### src/rtl/tdm_pkg.sv
package tdm_pkg;
    typedef enum logic [1:0] {
        ST_IDLE  = 2'd0,
        ST_SYNC  = 2'd1,
        ST_SHIFT = 2'd2,
        ST_GAP   = 2'd3
    } tdm_state_t;

    localparam int          TAG_W      = 2;
    localparam logic [1:0]  TAG_MASTER = 2'b00;
    localparam logic [1:0]  TAG_SLAVE  = 2'b01;
endpackage

### src/rtl/tdm_bitclk.sv
module tdm_bitclk #(
    parameter int HALF_CLKS = 2
) (
    input  logic clk,
    input  logic rst,
    output logic sclk,
    output logic rise_tick,
    output logic fall_tick
);
    localparam int CW = (HALF_CLKS > 1) ? $clog2(HALF_CLKS) : 1;

    logic [CW-1:0] cnt;
    logic          wrap;

    assign wrap      = (cnt == CW'(HALF_CLKS - 1));
    assign rise_tick = wrap & ~sclk;
    assign fall_tick = wrap & sclk;

    always_ff @(posedge clk) begin
        if (rst) begin
            cnt  <= '0;
            sclk <= 1'b0;
        end else if (wrap) begin
            cnt  <= '0;
            sclk <= ~sclk;
        end else begin
            cnt  <= cnt + 1'b1;
        end
    end
endmodule

### src/rtl/tdm_sequencer.sv
module tdm_sequencer
    import tdm_pkg::*;
#(
    parameter int NCH        = 4,
    parameter int WORD_W     = 16,
    parameter int ROUND_BITS = 72
) (
    input  logic                      clk,
    input  logic                      rst,
    input  logic                      start,
    input  logic                      rise_tick,
    output logic                      fs,
    output logic                      idle,
    output logic                      latch,
    output logic [NCH-1:0]            cur_token,
    output logic                      cur_shift,
    output logic [$clog2(WORD_W)-1:0] cur_bit,
    output logic [NCH-1:0]            nxt_token,
    output logic                      nxt_shift,
    output logic [$clog2(WORD_W)-1:0] nxt_bit
);
    localparam int BW = $clog2(WORD_W);
    localparam int RW = $clog2(ROUND_BITS);

    tdm_state_t     state, state_n;
    logic [NCH-1:0] token, token_n;
    logic [BW-1:0]  bit_idx, bit_idx_n;
    logic [RW-1:0]  round_cnt, round_cnt_n;
    logic           round_wrap;
    logic [RW-1:0]  round_step;

    assign round_wrap = (round_cnt == RW'(ROUND_BITS - 1));
    assign round_step = round_wrap ? '0 : round_cnt + 1'b1;

    // next-state logic
    always_comb begin
        state_n     = state;
        token_n     = token;
        bit_idx_n   = bit_idx;
        round_cnt_n = round_cnt;
        unique case (state)
            ST_IDLE: begin
                if (start) begin                       // T_LAUNCH
                    state_n     = ST_SYNC;
                    token_n     = NCH'(1);
                    round_cnt_n = '0;
                end
            end
            ST_SYNC: begin                             // T_MSB
                state_n     = ST_SHIFT;
                bit_idx_n   = BW'(WORD_W - 1);
                round_cnt_n = round_step;
            end
            ST_SHIFT: begin
                round_cnt_n = round_step;
                if (bit_idx == '0) begin
                    if (!token[NCH-1]) begin           // T_HANDOFF
                        state_n = ST_SYNC;
                        token_n = {token[NCH-2:0], token[NCH-1]};
                    end else if (round_wrap) begin     // T_RETURN
                        state_n = ST_SYNC;
                        token_n = NCH'(1);
                    end else begin                     // T_PARK
                        state_n = ST_GAP;
                    end
                end else begin
                    bit_idx_n = bit_idx - 1'b1;
                end
            end
            ST_GAP: begin
                round_cnt_n = round_step;
                if (round_wrap) begin                  // T_RESUME
                    state_n = ST_SYNC;
                    token_n = NCH'(1);
                end
            end
            default: state_n = ST_IDLE;
        endcase
    end

    // state register
    always_ff @(posedge clk) begin
        if (rst) begin
            state     <= ST_IDLE;
            token     <= NCH'(1);
            bit_idx   <= '0;
            round_cnt <= '0;
        end else if (rise_tick) begin
            state     <= state_n;
            token     <= token_n;
            bit_idx   <= bit_idx_n;
            round_cnt <= round_cnt_n;
        end
    end

    // registered outputs, changing only with the bit clock rising edge
    always_ff @(posedge clk) begin
        if (rst) begin
            fs <= 1'b0;
        end else if (rise_tick) begin
            fs <= (state_n == ST_SYNC);
        end
    end

    assign idle      = (state == ST_IDLE);
    assign latch     = rise_tick && (state_n == ST_SYNC) && token_n[0];
    assign cur_token = token;
    assign cur_shift = (state == ST_SHIFT);
    assign cur_bit   = bit_idx;
    assign nxt_token = token_n;
    assign nxt_shift = (state_n == ST_SHIFT);
    assign nxt_bit   = bit_idx_n;
endmodule

### src/rtl/tdm_datapath.sv
module tdm_datapath
    import tdm_pkg::*;
#(
    parameter int NCH    = 4,
    parameter int SAMP_W = 14
) (
    input  logic                            clk,
    input  logic                            rst,
    input  logic                            rise_tick,
    input  logic                            fall_tick,
    input  logic                            latch,
    input  logic [NCH*SAMP_W-1:0]           sample_in,
    input  logic                            sdi,
    input  logic [NCH-1:0]                  cur_token,
    input  logic                            cur_shift,
    input  logic [$clog2(SAMP_W+TAG_W)-1:0] cur_bit,
    input  logic [NCH-1:0]                  nxt_token,
    input  logic                            nxt_shift,
    input  logic [$clog2(SAMP_W+TAG_W)-1:0] nxt_bit,
    output logic                            sdo,
    output logic [NCH*SAMP_W-1:0]           play_out
);
    localparam int WORD_W = SAMP_W + TAG_W;

    logic [NCH-1:0][SAMP_W-1:0] samp_q;
    logic [NCH-1:0][WORD_W-1:0] tx_word;
    logic [WORD_W-1:0]          sel_word;
    logic [WORD_W-2:0]          rx_sr;
    logic [WORD_W-1:0]          rx_full;
    logic                       slot_end;

    // samples captured once per round, at channel 0's frame sync
    always_ff @(posedge clk) begin
        if (rst) begin
            samp_q <= '0;
        end else if (latch) begin
            samp_q <= sample_in;
        end
    end

    for (genvar g = 0; g < NCH; g++) begin : g_word
        if (g == 0) begin : g_master
            assign tx_word[g] = {samp_q[g], TAG_MASTER};
        end else begin : g_slave
            assign tx_word[g] = {samp_q[g], TAG_SLAVE};
        end
    end

    always_comb begin
        sel_word = '0;
        for (int c = 0; c < NCH; c++) begin
            if (nxt_token[c]) begin
                sel_word = sel_word | tx_word[c];
            end
        end
    end

    always_ff @(posedge clk) begin
        if (rst) begin
            sdo <= 1'b0;
        end else if (rise_tick) begin
            sdo <= nxt_shift ? sel_word[nxt_bit] : 1'b0;
        end
    end

    // receive path, sampled on the bit clock falling edge
    assign rx_full  = {rx_sr, sdi};
    assign slot_end = fall_tick && cur_shift && (cur_bit == '0);

    always_ff @(posedge clk) begin
        if (rst) begin
            rx_sr <= '0;
        end else if (fall_tick && cur_shift) begin
            rx_sr <= rx_full[WORD_W-2:0];
        end
    end

    for (genvar g = 0; g < NCH; g++) begin : g_play
        logic [SAMP_W-1:0] play_q;
        always_ff @(posedge clk) begin
            if (rst) begin
                play_q <= '0;
            end else if (slot_end && cur_token[g]) begin
                play_q <= rx_full[WORD_W-1 -: SAMP_W];
            end
        end
        assign play_out[g*SAMP_W +: SAMP_W] = play_q;
    end
endmodule

### src/rtl/tdm_token_chain.sv
module tdm_token_chain
    import tdm_pkg::*;
#(
    parameter int NCH        = 4,
    parameter int SAMP_W     = 14,
    parameter int HALF_CLKS  = 2,
    parameter int ROUND_BITS = 72
) (
    input  logic                  clk,
    input  logic                  rst,
    input  logic                  start,
    input  logic [NCH*SAMP_W-1:0] sample_in,
    input  logic                  sdi,
    output logic                  sclk,
    output logic                  fs,
    output logic                  sdo,
    output logic [NCH*SAMP_W-1:0] play_out
);
    localparam int WORD_W = SAMP_W + TAG_W;
    localparam int BW     = $clog2(WORD_W);

    logic           rise_tick, fall_tick;
    logic           seq_idle, latch;
    logic [NCH-1:0] token, nxt_token;
    logic           cur_shift, nxt_shift;
    logic [BW-1:0]  cur_bit, nxt_bit;

    tdm_bitclk #(.HALF_CLKS(HALF_CLKS)) u_bitclk (
        .clk       (clk),
        .rst       (rst),
        .sclk      (sclk),
        .rise_tick (rise_tick),
        .fall_tick (fall_tick)
    );

    tdm_sequencer #(
        .NCH        (NCH),
        .WORD_W     (WORD_W),
        .ROUND_BITS (ROUND_BITS)
    ) u_seq (
        .clk       (clk),
        .rst       (rst),
        .start     (start),
        .rise_tick (rise_tick),
        .fs        (fs),
        .idle      (seq_idle),
        .latch     (latch),
        .cur_token (token),
        .cur_shift (cur_shift),
        .cur_bit   (cur_bit),
        .nxt_token (nxt_token),
        .nxt_shift (nxt_shift),
        .nxt_bit   (nxt_bit)
    );

    tdm_datapath #(
        .NCH    (NCH),
        .SAMP_W (SAMP_W)
    ) u_dp (
        .clk       (clk),
        .rst       (rst),
        .rise_tick (rise_tick),
        .fall_tick (fall_tick),
        .latch     (latch),
        .sample_in (sample_in),
        .sdi       (sdi),
        .cur_token (token),
        .cur_shift (cur_shift),
        .cur_bit   (cur_bit),
        .nxt_token (nxt_token),
        .nxt_shift (nxt_shift),
        .nxt_bit   (nxt_bit),
        .sdo       (sdo),
        .play_out  (play_out)
    );
endmodule

### config.mk
export PLATFORM = sky130hd
export DESIGN_NAME = tdm_token_chain
export DESIGN_NICKNAME = d
export VERILOG_FILES = /design/src/rtl/tdm_pkg.sv /design/src/rtl/tdm_bitclk.sv /design/src/rtl/tdm_sequencer.sv /design/src/rtl/tdm_datapath.sv /design/src/rtl/tdm_token_chain.sv
export SDC_FILE = /design/constraint.sdc
export NUM_CORES = 1
export LEC_CHECK = 0
export CORE_UTILIZATION = 63
export CTS_CLUSTER_SIZE = 20
export DETAILED_ROUTE_END_ITERATION = 10
export DONT_BUFFER_PORTS = 1
export PLACE_DENSITY = 0.9
export SYNTH_ARGS = -nofsm -noshare
export SYNTH_HDL_FRONTEND = slang
export SYNTH_SLANG_ARGS = --single-unit
export TNS_END_PERCENT = 1
### constraint.sdc
create_clock -name clk -period 3.2 [get_ports clk]
set_input_delay 0.64 -clock clk [delete_from_list [all_inputs] [get_ports clk]]
set_output_delay 0.64 -clock clk [all_outputs]
set_load 0.05 [all_outputs]
After elaboration in Yosys (flattened, before gate mapping)
Index checks and enable logic that the tools add are counted.
{"block": "classes", "add_sub_neg": 3, "multipliers": 0, "n_div": 0, "n_lt_le_gt_ge": 1, "eq_ne": 7, "n_shift": 0, "mux": 24, "bitwise_logic": 6, "n_reduce_logical": 13}
{"operator": "$mux W16", "n": 4}
{"operator": "$or A16 B16 Y16", "n": 3}
{"operator": "$mux W4", "n": 6}
{"operator": "$mux W7", "n": 2}
{"operator": "$pmux W7 S2", "n": 1}
{"operator": "$pmux W4 S3", "n": 1}
{"operator": "$mux W2", "n": 5}
{"operator": "$logic_and A1 B1 Y1", "n": 8}
{"operator": "$pmux W2 S4", "n": 1}
{"operator": "$pmux W4 S2", "n": 1}
{"operator": "$add A7 B1 Y7 const B", "n": 1}
{"operator": "$eq A7 B7 Y1 const B", "n": 1}
{"operator": "$eq A2 B2 Y1 const B", "n": 3}
{"operator": "$lt A4 B5 Y1 const B", "n": 1}
{"operator": "$bmux W1 S4", "n": 1}
{"operator": "$eq A2 B1 Y1 const B", "n": 2}
{"operator": "$logic_not A4 Y1", "n": 1}
{"operator": "$sub A4 B1 Y4 const B", "n": 1}
{"operator": "$reduce_or A3 Y1", "n": 1}
{"operator": "$and A1 B1 Y1", "n": 2}
{"operator": "$logic_not A2 Y1", "n": 1}
{"operator": "$mux W1", "n": 2}
{"operator": "$ne A2 B2 Y1 const B", "n": 1}
{"operator": "$reduce_and A2 Y1", "n": 1}
{"operator": "3 further kinds", "n": 3}
{"block": "word_totals", "ff_bits": 148, "latchBits": 0, "ram_bits": 0, "romBits": 0, "in_bits": 60, "output_inout_bits": 59, "elab_cells": 71, "mem_count": 0}

Logic depth before layout (Yosys ltp)
{"block": "logic_depth", "word_depth": 15, "depth_mapped": 14, "ltp_nobuf": 11}

Cells and area by module
A second synthesis with hierarchy kept.
{"block": "hier_totals", "cells_unflattened": 729, "hier_area_um2": 6199.7}
{"mod": "tdm_datapath", "instances": 1, "cells_each": 557, "area_each_um2": 4858.4, "seq_area_each_um2": 2562.5}
{"mod": "tdm_sequencer", "instances": 1, "cells_each": 165, "area_each_um2": 1271.2, "seq_area_each_um2": 360.3}
{"mod": "tdm_bitclk", "instances": 1, "cells_each": 7, "area_each_um2": 70.1, "seq_area_each_um2": 40.0}

Worst setup path after synthesis
No wires, ideal clock.
{"block": "synth_timing", "path_kind": "register -> register", "start": "reg u_seq.bit_idx[0], in the netlist u_seq.cur_bit[0]", "end": "reg u_dp.sdo", "arrival_ns": 2.582, "slack_ns": 0.486, "stages_incl_launch_ff": 13, "n_path_buf": 1, "synth_period_minus_slack_ns": 2.714, "path_cell_list": "dfxtp_1 -> inv_1 -> ha_1 -> or3b_1 -> buf_6 -> mux2_4 -> a21oi_2 -> o32ai_2 -> a221o_1 -> a221oi_1 -> nor3_1 -> a211oi_1 -> o311ai_1"}
{"block": "synth_via", "elab_chain_len": 13, "elab_cells_between_ends": 19}
{"element": "from (decl)", "line": "tdm_sequencer.sv:27", "rtl": "logic [BW-1:0] bit_idx, bit_idx_n;"}
{"element": "from (signal assigned)", "line": "tdm_sequencer.sv:91", "rtl": "bit_idx <= bit_idx_n;"}
{"element": "$logic_not A4 Y1", "line": "tdm_sequencer.sv:56", "rtl": "if (bit_idx == '0) begin"}
{"element": "$mux W4", "line": "tdm_sequencer.sv:56"}
{"element": "$pmux W4 S3", "line": "tdm_sequencer.sv:41", "rtl": "unique case (state)"}
{"element": "$mux W16", "line": "tdm_datapath.sv:52", "rtl": "if (nxt_token[c]) begin"}
{"element": "$or A16 B16 Y16", "line": "tdm_datapath.sv:53", "rtl": "sel_word = sel_word | tx_word[c];"}
{"element": "$mux W16", "line": "tdm_datapath.sv:52"}
{"element": "$or A16 B16 Y16", "line": "tdm_datapath.sv:53"}
{"element": "$mux W16", "line": "tdm_datapath.sv:52"}
{"element": "$or A16 B16 Y16", "line": "tdm_datapath.sv:53"}
{"element": "$mux W16", "line": "tdm_datapath.sv:52"}
{"element": "$bmux W1 S4", "line": "tdm_datapath.sv:62", "rtl": "sdo <= nxt_shift ? sel_word[nxt_bit] : 1'b0;"}
{"element": "$mux W1 (implied by the code)", "line": "tdm_datapath.sv:62"}
{"element": "$mux W1 (*)", "line": "tdm_datapath.sv:62"}
{"element": "to (signal assigned)", "line": "tdm_datapath.sv:62"}
{"element": "to (decl)", "line": "tdm_datapath.sv:20", "rtl": "output logic sdo,"}
Mark *: on every way between the ends. The rest lies on a longest branch, timed or not. The select of a mux whose other input is x is not followed.
A chain may end at the register's enable or synchronous reset.

Final worst setup path
{"block": "layout_timing", "start": "reg u_seq.bit_idx[1], in the netlist u_seq.cur_bit[1]", "end": "reg u_dp.sdo"}
Same word-level chain as after synthesis.

==> flow_summary.ini <==
[synthesis]
synth_fa_ha_area_share_pct = 1.65
syn_area_um2 = 6070
synth_common_cells = nand2_1 (162), dfxtp_1 (148), a21oi_1 (89), nor2_1 (88), mux2i_1 (57)
synth_ff_type = dfxtp_1
ys_warn_count = 0
synthTopCellsByArea = dfxtp_1 (49%), nand2_1 (10%), mux2i_1 (9.4%)
synth_edf_count = 0
synth_compound_area_share_pct = 16.1
synth_top_family_by_area = simple AND/OR/NAND/NOR gates
async_flop_share_pct = 0
yosysTopAreaCell = dfxtp_1
ys_seq_area_share_pct = 48.8
syn_inst = 712
synthMuxAreaShare_pct = 9.65
synth-simple-area-share_pct = 19.4
synth_xor_area_share_pct = 0.433
synth.most_common_cell = nand2_1
synth_top_area_share_pct = 48.8
synth-seq-cells = 148
post_synth_num_cell_types = 54
syn_area_per_cell_um2 = 8.53
syn_nets = 780

[die]
num_rows = 35
die_area_um2 = 10000
dieHeight_um = 100
io_pins = 119
core_area_um2 = 9280
die_w_um = 100
start_util_pct = 65.4

[worst_hold_path]
hold_path.class = primary input to flip-flop

[sta]
hold_viol_final = 0
slew_violations = 0
worst_slew_pin_slew_ns = 0.902
layout_setup_ws_ns = 0.0613
relSlewSlack_pct = 39.8
fmax_ghz = 0.319
fin_crit_sh_pct = 98.1
setup_viol = 0
fin_skew_ns = 0.00728
min_period_ns = 3.14

[drt]
drt_iter0_drc = 784
vias_per_cell = 6.36
route.detailed.drc = 0
vias = 5340
drt-total-wl_mm = 16.0
firstDrtPassIters = 7
wl_per_cell_um = 19.0
ant_nets = 0

[clock_tree]
cts_root_buf = clkbuf_8
hold_buffers = 0
path_clk_slew_ns = 0.06
cts_max_path_buffers = 2
cts_tree = done
clkLatencyLatePin_ns = 0.52
cts-htree-levels = 4
cts_buffers = 17
cts.sinks = 148

[grt]
first_global_vias = 4940
grt_pass1_wl_mm = 24.3
antenna_found_initial = 0
grt_max_degree = 146
grt-ovfl-total = 0
grt_usage_pct = 31.0

[run]
maxCapViolations = 0

[final_layout]
fin_area_um2 = 6780
antenna_cells = 0
areaGrowthSynthToFinish_pct = 11.6
final_cells = 839
final_nets = 765
layout-drive-gt1-share_pct = 7.89

[place]
gp_congestion = 0.901
dp_cells = 804
dp.final_hpwl_mm = 9.92
port_buffers = 0
post_dp_cell_area_um2 = 6100
place_ws_ns = 0.0150

[setup_path]
reg2reg_to = u_dp.sdo$_SDFFE_PP0P_
endpoint = u_dp.sdo$_SDFFE_PP0P_
r2r_slack_ns = 0.06
crit_fanout = 7
end_kind = flip-flop
arrival_ns = 3.54
worstReg2RegStart = u_seq.cur_bit[1]$_SDFFE_PP0P_
crit_start = u_seq.cur_bit[1]$_SDFFE_PP0P_
r2r_cells = 13
cp-start-kind = flip-flop
worstSetupPathType = flip-flop to flip-flop
required_ns = 3.60

[power]
peakVddDrop_mv = 0.338
pwr-share-clk_pct = 45.5
p_comb_share_pct = 9.4
seqPwrFrac_pct = 45.1
switching_share_pct = 26.2
p_int_uw = 3210
power_density_nw_per_um2 = 643
p_leak_uw = 0.00270
p_switching_uw = 1140

[status]
status = finished clean
[cells in the final DEF (no fill, tap or decap), types with 5 or more instances in the layout]
master	count
a21oi_1	89
a221o_1	6
a221oi_1	7
a222oi_1	7
a22oi_1	5
buf_4	9
clkbuf_16	16
dfxtp_1	147
ha_1	6
inv_1	6
mux2i_1	57
nand2_1	162
nor2_1	88
nor3_1	8
o21ai_0	13
[metal layers]
layer / vias up / global-route usage (%) / routed length, um
met1: 2487 / 36.7 / 5860
met4: 0 / 13.0 / 560
li1: 2431 / - / -
met3: 69 / 8.98 / 1680
met5: - / 0 / 0
met2: 353 / 52.7 / 7860
[worst min-delay path by stage]
| stage | startpoint | end | slack, ns | cells past startpoint |
|---|---|---|---|---|
| 2_1_floorplan | u_dp.rx_sr[0]$_SDFFE_PP0P_ | u_dp.rx_sr[1]$_SDFFE_PP0P_ | 0.43 | 2 |
| 3_3_place_gp | u_dp.rx_sr[0]$_SDFFE_PP0P_ | u_dp.rx_sr[1]$_SDFFE_PP0P_ | 0.43 | 2 |
| 3_5_place_dp | u_dp.rx_sr[0]$_SDFFE_PP0P_ | u_dp.rx_sr[1]$_SDFFE_PP0P_ | 0.45 | 2 |
| 4_1_cts | rst | u_dp.g_play[1].play_q[1]$_SDFFE_PP0P_ | 0.17 | 1 |
| 5_1_grt | rst | u_dp.g_play[0].play_q[4]$_SDFFE_PP0P_ | 0.17 | 1 |
| 6_report | rst | u_dp.g_play[1].play_q[1]$_SDFFE_PP0P_ | 0.18 | 1 |
[registers in the layout, indices dropped and copies added (netlist names)]
register	count
u_seq.cur_bit	4
u_seq.state	2
u_seq.cur_token	4
u_dp.samp_q	56
u_seq.fs	1
u_seq.round_cnt	7
u_dp.rx_sr	15
u_dp.g_play.play_q	56
u_bitclk.sclk	1
u_dp.sdo	1
u_bitclk.cnt	1
[metrics by stage]
| stage | power (uW) | TNS (ns) | utilization (%) | hold slack, ns |
|---|---|---|---|---|
| 2_1_floorplan | 2320 | 0 | - | 0.432 |
| 3_3_place_gp | 2350 | 0 | 65.7 | 0.432 |
| 3_5_place_dp | 2370 | 0 | 65.7 | 0.446 |
| 4_1_cts | 4330 | 0 | 72.2 | 0.170 |
| 5_1_grt | 4480 | -0.00771 | 73.0 | 0.170 |
| 6_report | 4360 | 0 | 73.0 | 0.184 |
[logic make-up after synthesis]
group | count (synthesis)
muxes | 58
xor gates and xnor gates | 3
buffers and inverters | 52
and+or+nand+nor | 288
AOI/OAI and AO/OA | 155
DFF | 148
adders and majority gates | 8
[power by group through the flow]
stage	sequential [uW]	clock (uW)	combinational (uW)
after floorplan	1980	0	344
after global placement	2000	0	351
after detailed placement	2000	0	367
after CTS	1960	1990	381
after global routing	1970	2070	443
final	1970	1980	411
[worst max-delay path: stages (launching register included)]
cell	delay [ns]
dfxtp_1	0.35
inv_1	0.10
ha_2	0.19
or3b_4	0.40
buf_4	0.18
o31ai_4	0.22
o41ai_4	0.16
a22o_4	0.31
buf_4	0.15
a222oi_1	0.29
and3_1	0.25
o21ai_0	0.11
o221ai_1	0.19
o311ai_1	0.12
[final cells by class]
type                    instances  area [um2]
multi-input cells             513        2950
well taps                     129         161
inverters                       7        26.3
clock inverters                13         164
flip-flops and latches        148        2960
repair buffers                 10        87.6
clock buffers                  19         422
fillers                       654        2510
[timing repair]
item | 4_1_cts | 5_1_grt
setup buffers | 0 | 2
gates cloned | 0 | 1
setup endpoints to repair | 1 | 1
pin swaps | 0 | 3
resized for setup | 2 | 11
(Power assumes the default switching activity.)
